### src/rtl/dbg_pkg.sv
package dbg_pkg;
   localparam logic [7:0] OP_BGND     = 8'h90;
   localparam logic [7:0] OP_RB_MEM   = 8'hE0;
   localparam logic [7:0] OP_RB_WIN   = 8'hE4;
   localparam logic [7:0] OP_RW_WIN   = 8'hEC;

   localparam logic [7:0] STAT_BG     = 8'hC0;
   localparam logic [7:0] STAT_OPEN   = 8'h00;
   localparam logic [7:0] STAT_LOCKED = 8'h80;

   typedef enum logic {ST_IDLE, ST_BUS} exec_st_t;

   function automatic logic op_known(input logic [7:0] op);
      return (op == OP_BGND) || (op == OP_RB_MEM) ||
             (op == OP_RB_WIN) || (op == OP_RW_WIN);
   endfunction

   // even-address byte lives in the high half of a word
   function automatic logic [15:0] place_data(input logic word, input logic odd,
                                              input logic [15:0] w);
      if (word)     return w;
      else if (odd) return {8'h00, w[7:0]};
      else          return {w[15:8], 8'h00};
   endfunction
endpackage

### src/rtl/dbg_hold_timer.sv
module dbg_hold_timer #(
   parameter int CYC = 150
) (
   input  logic clk,
   input  logic rst_n,
   input  logic start_i,
   output logic busy_o
);
   localparam int CW = $clog2(CYC + 1);

   logic [CW-1:0] cnt_q;

   always_ff @(posedge clk) begin
      if (!rst_n)          cnt_q <= '0;
      else if (start_i)    cnt_q <= CW'(CYC);
      else if (cnt_q != 0) cnt_q <= cnt_q - 1'b1;
   end

   assign busy_o = (cnt_q != 0);


   hold_start_chk: assert property (@(posedge clk) disable iff (!rst_n)
      start_i |=> busy_o);
endmodule

### src/rtl/dbg_win_regs.sv
module dbg_win_regs #(
   parameter int             AW       = 16,
   parameter logic [AW-1:0]  BASE     = 16'hFF00,
   parameter int             N_REGS   = 7,
   parameter int             STAT_IDX = 1
) (
   input  logic          clk,
   input  logic          rst_n,
   input  logic          bg_active_i,
   input  logic          insn_en_i,
   input  logic          word_i,
   input  logic [AW-1:0] addr_i,
   output logic          hit_o,
   output logic [15:0]   data_o
);
   import dbg_pkg::*;
   localparam int OW = $clog2(N_REGS + 1);

   logic [7:0]    status_q;
   logic [7:0]    bank [N_REGS+1];
   logic [AW-1:0] off;
   logic [OW-1:0] idx, idx_nx;

   always_ff @(posedge clk) begin
      if (!rst_n)           status_q <= STAT_LOCKED;
      else if (bg_active_i) status_q <= STAT_BG;
      else if (insn_en_i)   status_q <= STAT_OPEN;
      else                  status_q <= STAT_LOCKED;
   end

   for (genvar i = 0; i <= N_REGS; i++) begin : g_bank
      if (i == STAT_IDX) begin : g_stat
         assign bank[i] = status_q;
      end else begin : g_zero
         assign bank[i] = 8'h00;
      end
   end

   assign off    = addr_i - BASE;
   assign hit_o  = (addr_i >= BASE) && (off < AW'(N_REGS));
   assign idx    = off[OW-1:0];
   assign idx_nx = idx + 1'b1;

   always_comb begin
      if (word_i)       data_o = {bank[idx], bank[idx_nx]};
      else if (off[0])  data_o = {8'h00, bank[idx]};
      else              data_o = {bank[idx], 8'h00};
   end


   stat_code_chk: assert property (@(posedge clk) disable iff (!rst_n)
      (status_q == STAT_BG) || (status_q == STAT_OPEN) || (status_q == STAT_LOCKED));
endmodule

### src/rtl/dbg_bgnd_ctl.sv
module dbg_bgnd_ctl (
   input  logic clk,
   input  logic rst_n,
   input  logic set_i,
   input  logic boundary_i,
   output logic pend_o,
   output logic enter_o
);
   logic pend_q, enter_q;

   always_ff @(posedge clk) begin
      if (!rst_n) begin
         pend_q  <= 1'b0;
         enter_q <= 1'b0;
      end else begin
         enter_q <= pend_q && boundary_i;
         pend_q  <= (pend_q && !boundary_i) || set_i;
      end
   end

   assign pend_o  = pend_q;
   assign enter_o = enter_q;


   enter_clear_chk: assert property (@(posedge clk) disable iff (!rst_n)
      pend_q && boundary_i && !set_i |=> enter_o && !pend_o);
endmodule

### src/rtl/dbg_cmd_exec.sv
module dbg_cmd_exec #(
   parameter int            AW       = 16,
   parameter int            BUSY_CYC = 150,
   parameter logic [AW-1:0] WIN_BASE = 16'hFF00,
   parameter int            WIN_REGS = 7
) (
   input  logic          clk,
   input  logic          rst_n,
   input  logic          cmd_valid_i,
   input  logic [7:0]    cmd_op_i,
   input  logic [AW-1:0] cmd_addr_i,
   input  logic          fw_en_i,
   input  logic          bg_active_i,
   input  logic          bgnd_insn_en_i,
   input  logic          insn_boundary_i,
   input  logic          mem_ack_i,
   input  logic [15:0]   mem_rdata_i,
   output logic          busy_o,
   output logic          cmd_rej_o,
   output logic          align_err_o,
   output logic          rd_valid_o,
   output logic [15:0]   rd_data_o,
   output logic          bgnd_req_o,
   output logic          enter_bg_o,
   output logic          mem_req_o,
   output logic [AW-1:0] mem_addr_o,
   output logic          cpu_clk_en_o
);
   import dbg_pkg::*;

   if (BUSY_CYC < 2) begin : g_bad_busy
      $error("BUSY_CYC must be at least 2");
   end
   if (WIN_REGS < 2) begin : g_bad_win
      $error("WIN_REGS must cover the status register");
   end

   exec_st_t      st_q;
   logic          first_q, word_q, odd_q;
   logic [AW-1:0] addr_q;
   logic          rej_q, aerr_q, rdv_q;
   logic [15:0]   rdata_q;
   logic          tmr_busy, take, is_read, op_word, op_win;
   logic          win_hit;
   logic [15:0]   win_data;

   assign busy_o  = tmr_busy || (st_q == ST_BUS);
   assign take    = cmd_valid_i && !busy_o && op_known(cmd_op_i);
   assign is_read = take && (cmd_op_i != OP_BGND);
   assign op_word = (cmd_op_i == OP_RW_WIN);
   assign op_win  = (cmd_op_i == OP_RB_WIN) || op_word;

   dbg_hold_timer #(.CYC(BUSY_CYC)) u_tmr (
      .clk(clk), .rst_n(rst_n), .start_i(take), .busy_o(tmr_busy));

   dbg_win_regs #(.AW(AW), .BASE(WIN_BASE), .N_REGS(WIN_REGS), .STAT_IDX(1)) u_win (
      .clk(clk), .rst_n(rst_n), .bg_active_i(bg_active_i), .insn_en_i(bgnd_insn_en_i),
      .word_i(op_word), .addr_i(cmd_addr_i), .hit_o(win_hit), .data_o(win_data));

   dbg_bgnd_ctl u_bg (
      .clk(clk), .rst_n(rst_n),
      .set_i(take && (cmd_op_i == OP_BGND) && fw_en_i),
      .boundary_i(insn_boundary_i), .pend_o(bgnd_req_o), .enter_o(enter_bg_o));

   always_ff @(posedge clk) begin
      if (!rst_n) begin
         st_q    <= ST_IDLE;
         first_q <= 1'b0;
         word_q  <= 1'b0;
         odd_q   <= 1'b0;
         addr_q  <= '0;
         rej_q   <= 1'b0;
         aerr_q  <= 1'b0;
         rdv_q   <= 1'b0;
         rdata_q <= '0;
      end else begin
         rej_q  <= cmd_valid_i && busy_o;
         aerr_q <= 1'b0;
         rdv_q  <= 1'b0;
         case (st_q)
            ST_IDLE: begin
               if (is_read) begin
                  if (op_word && cmd_addr_i[0]) begin
                     aerr_q <= 1'b1;
                  end else if (op_win && win_hit) begin
                     rdv_q   <= 1'b1;
                     rdata_q <= win_data;
                  end else begin
                     st_q    <= ST_BUS;
                     first_q <= 1'b1;
                     word_q  <= op_word;
                     odd_q   <= cmd_addr_i[0];
                     addr_q  <= {cmd_addr_i[AW-1:1], 1'b0};
                  end
               end
            end
            ST_BUS: begin
               first_q <= 1'b0;
               if (mem_ack_i) begin
                  rdv_q   <= 1'b1;
                  rdata_q <= place_data(word_q, odd_q, mem_rdata_i);
                  st_q    <= ST_IDLE;
               end
            end
            default: st_q <= ST_IDLE;
         endcase
      end
   end

   assign cmd_rej_o    = rej_q;
   assign align_err_o  = aerr_q;
   assign rd_valid_o   = rdv_q;
   assign rd_data_o    = rdata_q;
   assign mem_req_o    = (st_q == ST_BUS);
   assign mem_addr_o   = addr_q;
   assign cpu_clk_en_o = !((st_q == ST_BUS) && !first_q);


   rej_pulse_chk: assert property (@(posedge clk) disable iff (!rst_n)
      cmd_valid_i && busy_o |=> cmd_rej_o);

   bus_hold_chk: assert property (@(posedge clk) disable iff (!rst_n)
      mem_req_o && !mem_ack_i |=> mem_req_o && $stable(mem_addr_o));

   bus_align_chk: assert property (@(posedge clk) disable iff (!rst_n)
      mem_req_o |-> !mem_addr_o[0]);

   clk_hold_chk: assert property (@(posedge clk) disable iff (!rst_n)
      mem_req_o && !mem_ack_i |=> !cpu_clk_en_o);

   align_nobus_chk: assert property (@(posedge clk) disable iff (!rst_n)
      align_err_o |-> !mem_req_o);

   req_src_chk: assert property (@(posedge clk) disable iff (!rst_n)
      $rose(bgnd_req_o) |-> $past(cmd_valid_i && (cmd_op_i == OP_BGND) && fw_en_i));

   unknown_idle_chk: assert property (@(posedge clk) disable iff (!rst_n)
      cmd_valid_i && !busy_o && !op_known(cmd_op_i) |=> !busy_o);
endmodule

### config.mk
export PLATFORM = sky130hd
export DESIGN_NAME = dbg_cmd_exec
export DESIGN_NICKNAME = d
export VERILOG_FILES = /design/src/rtl/dbg_pkg.sv /design/src/rtl/dbg_hold_timer.sv /design/src/rtl/dbg_win_regs.sv /design/src/rtl/dbg_bgnd_ctl.sv /design/src/rtl/dbg_cmd_exec.sv
export SDC_FILE = /design/constraint.sdc
export NUM_CORES = 1
export LEC_CHECK = 0
export ABC_CLOCK_PERIOD_IN_PS = 3000
export BUFFER_PORTS_ARGS = -buffer_cell sky130_fd_sc_hd__buf_2
export CAP_MARGIN = 20
export CORE_MARGIN = 5
export CORE_UTILIZATION = 50
export CTS_BUF_LIST = sky130_fd_sc_hd__clkbuf_4
export CTS_CLUSTER_DIAMETER = 100
export CTS_CLUSTER_SIZE = 14
export DETAILED_ROUTE_END_ITERATION = 7
export GPL_ROUTABILITY_DRIVEN = 0
export PLACE_DENSITY_LB_ADDON = 0.05
export SLEW_MARGIN = 40
export SYNTH_ARGS = -nofsm -noshare
export SYNTH_HDL_FRONTEND = slang
export SYNTH_SLANG_ARGS = --single-unit
### constraint.sdc
create_clock -name clk -period 3 [get_ports clk]
set_input_delay 0.6 -clock clk [delete_from_list [all_inputs] [get_ports clk]]
set_output_delay 0.6 -clock clk [all_outputs]
set_load 0.05 [all_outputs]
==> metrics <==
CTS tree built; leakage around 1.2 nW; Cells after DPL between 300 and 400; multi-input logic area about 0.0011 sq mm; synth top area cells dfxtp_1 46%, a32o_1 6.4%, a21oi_1 5.3%; share of flip-flops with an asynchronous set or reset 0; CP arrival around 2.3 ns; GRT Util Overall 0.184; CP max FO 6; number of global-route vias before repair approximately 2000; Hold Startpoint bgnd_insn_en_i; Cell Pwr Density 619 mW/mm^2; CP Class flop to output pin; clk buf depth 2; Routed Antenna Nets 0; Avg Vias per Cell around 5.5; minimum clock period roughly 2.9 ns; num rows 24; Die X-Extent roughly 76 um; finished layout cell area around 0.0028 sq mm; placed cell areas 0.00264 sq mm; worst skew pair latency approximately 0.37 ns; htree depth 2; final non-filler cell total 379; sequential share of power 0.442; Synth Register Bits 50; Final setup viols 0; core box area around 0.0043 sq mm; GRT Residual Overflow 0; cts bufs inserted 5; CTS sink cnt 50; area share of the largest cell type after synthesis 0.459; Slew Limit Fails 0; starting density of the core 0.508; status completed; power share of the clock group 0.273; most common cell in the netlist dfxtp_1; pre-CTS WS approximately 0.14 ns; ys flop type dfxtp_1; initial DRC count between 100 and 150; final setup margin between 0.08 and 0.09 ns; Syn Inst Count about 240; # fillers 398; Data required, critical path roughly 2.4 ns; synthesis warning total 0; number of buffers added on ports between 80 and 90; share of cells above drive strength 1 0.336; Max Fclk roughly 340 MHz; flip-flop and latch area 0.00100 sq mm; NumNets Final around 380; Setup Total Neg Slack 0 ns; first-pass GRT wire length 9.00 mm; Worst setup SP type flop; Die Area slightly below 0.006 sq mm; internal power between 0.001 and 0.0015 W; root buf cell clkbuf_4; I/O pins 88; Tcrit/Tclk final 0.973; Layout area overhead 26.9%; drc violations 0; largest net degree at the start of global routing 30; dominant cell type by area after synthesis dfxtp_1; Post-Route WL between 5 and 6 mm; Max transition margin 0.490; post-DP HPWL 3.96 mm; RSZ-0062 raised after global routing false; number of synthesized flops with an enable pin 0; Worst Hold Class primary input to flop; Setup crit start u_tmr.cnt_q[2]; Cell Area, Synth around 0.0022 sq mm; syn avg cell area slightly above 9 sq um; Max-Cap Viols 0; Switch Pwr 0.000513 W; worst r2r src u_tmr.cnt_q[2]; initial antenna violation count 0; Crit. End Element output pin; Synth cell types 45; Synthesized Nets just under 300; Worst-path clk slew roughly 0.13 ns; clock skew 0.0127 ns; CTS Hold Bufs 0; worst-margin pin slew 0.765 ns; VDD IR-drop max between 0.3 and 0.4 mV; via count 2095; Ant. Diodes 0; wire length per cell 14.5 um; Tot Pwr around 0.0017 W; Comb power frac 0.285; register area share after synthesis 0.459; drt pass-1 iters 5; synth cell count leaders 50 x dfxtp_1, 23 x a21oi_1, 23 x nand3_1; final hold violations 0; chip height 76.1 um; switching share of power 0.299
metal layers:
| layer | share of wire | global-route usage | wire (um) | vias to the layer above |
|---|---|---|---|---|
| met4 | 0.0099 | 0.0559 | 54 | 0 |
| met1 | 0.44 | 0.229 | 2400 | 969 |
| met2 | 0.48 | 0.293 | 2610 | 65 |
| li1 | - | - | - | 1056 |
| met3 | 0.075 | 0.0709 | 411 | 5 |
| met5 | 0 | 0 | 0 | - |
area by class of cell:
type                       instances  area share
clock buffer                       5      0.0136
clock inverter                     3      0.0230
inverter                           9      0.0122
multi-input combinational        164       0.380
sequential                        50       0.362
tap                               52      0.0235
timing repair buffer              96       0.185
worst paths after layout:
path                            depth (start not counted)  slack (ns)           endpoint
worst max-delay path                                    4        0.08             busy_o
worst min-delay path                                    2        0.41  u_win.status_q[7]
worst max register to register                          5        0.14       rd_data_o[1]
worst min register to register                          2        0.47       rd_data_o[7]
sequential cells by signal (all words and copies together), names as in the netlist:
name            flops
odd_q               1
first_q             1
rd_data_o          16
rd_valid_o          1
u_bg.enter_o        1
align_err_o         1
mem_req_o           1
u_tmr.cnt_q         8
u_bg.pend_o         1
u_win.status_q      2
mem_addr_o         15
word_q              1
cmd_rej_o           1
kinds of logic (layout without fill, tap and decap cells):
logic type,after synthesis,count (layout),share of synthesized area
other,1,1,0.00172
flip-flops,50,50,0.459
XOR/XNOR,5,5,0.0201
multiplexers,5,5,0.0229
AO/OA/AOI/OAI,69,69,0.214
buffers and inverters,27,113,0.0585
AND/OR/NAND/NOR,81,81,0.206
adder cells (fa/ha/maj),3,3,0.0172
cells in the final DEF (no fill, tap or decap), types with 3 or more instances in the layout:
| master | synthesis | routed |
|---|---|---|
| a21oi_1 | 23 | 23 |
| a32o_1 | 14 | 14 |
| and3_1 | 6 | 6 |
| buf_2 | 0 | 85 |
| buf_4 | 3 | 10 |
| clkbuf_4 | 0 | 5 |
| dfxtp_1 | 50 | 48 |
| ha_1 | 3 | 3 |
| inv_1 | 8 | 8 |
| mux2i_1 | 5 | 5 |
| nand2_1 | 16 | 16 |
| nand3_1 | 23 | 23 |
| nor2_1 | 9 | 9 |
| nor4b_1 | 3 | 3 |
| o21a_1 | 4 | 4 |
| o21ai_0 | 18 | 18 |
| or3_1 | 4 | 4 |
| or4_1 | 3 | 3 |
| xor2_1 | 3 | 3 |
repair_timing:
action	CTS	global route
hold endpoints to repair	0	0
gates resized for setup	0	5
setup endpoints to repair	0	1
setup buffers	0	2
metrics by stage:
step,hold slack (ns),util
after global routing,0.385,0.645
after global placement,0.444,0.616
after floorplan,0.432,-
after detailed placement,0.451,0.616
final,0.410,0.645
after CTS,0.395,0.639
critical path, cell delays in order, from the launching register on:
cell	delay (ns)
dfxtp_2	0.35
or4_1	0.53
or4b_4	0.60
or2_2	0.31
buf_6	0.16
power groups by stage:
stage,Sequential (W),Clock [W],Combinational [W]
6_report,0.000759,0.000468,0.000488
5_1_grt,0.000764,0.000513,0.000538
4_1_cts,0.000759,0.000481,0.000451
3_5_place_dp,0.000774,0,0.000447
3_3_place_gp,0.000771,0,0.000442
2_1_floorplan,0.000776,0,0.000334
Power figures use the tool's default switching activity.
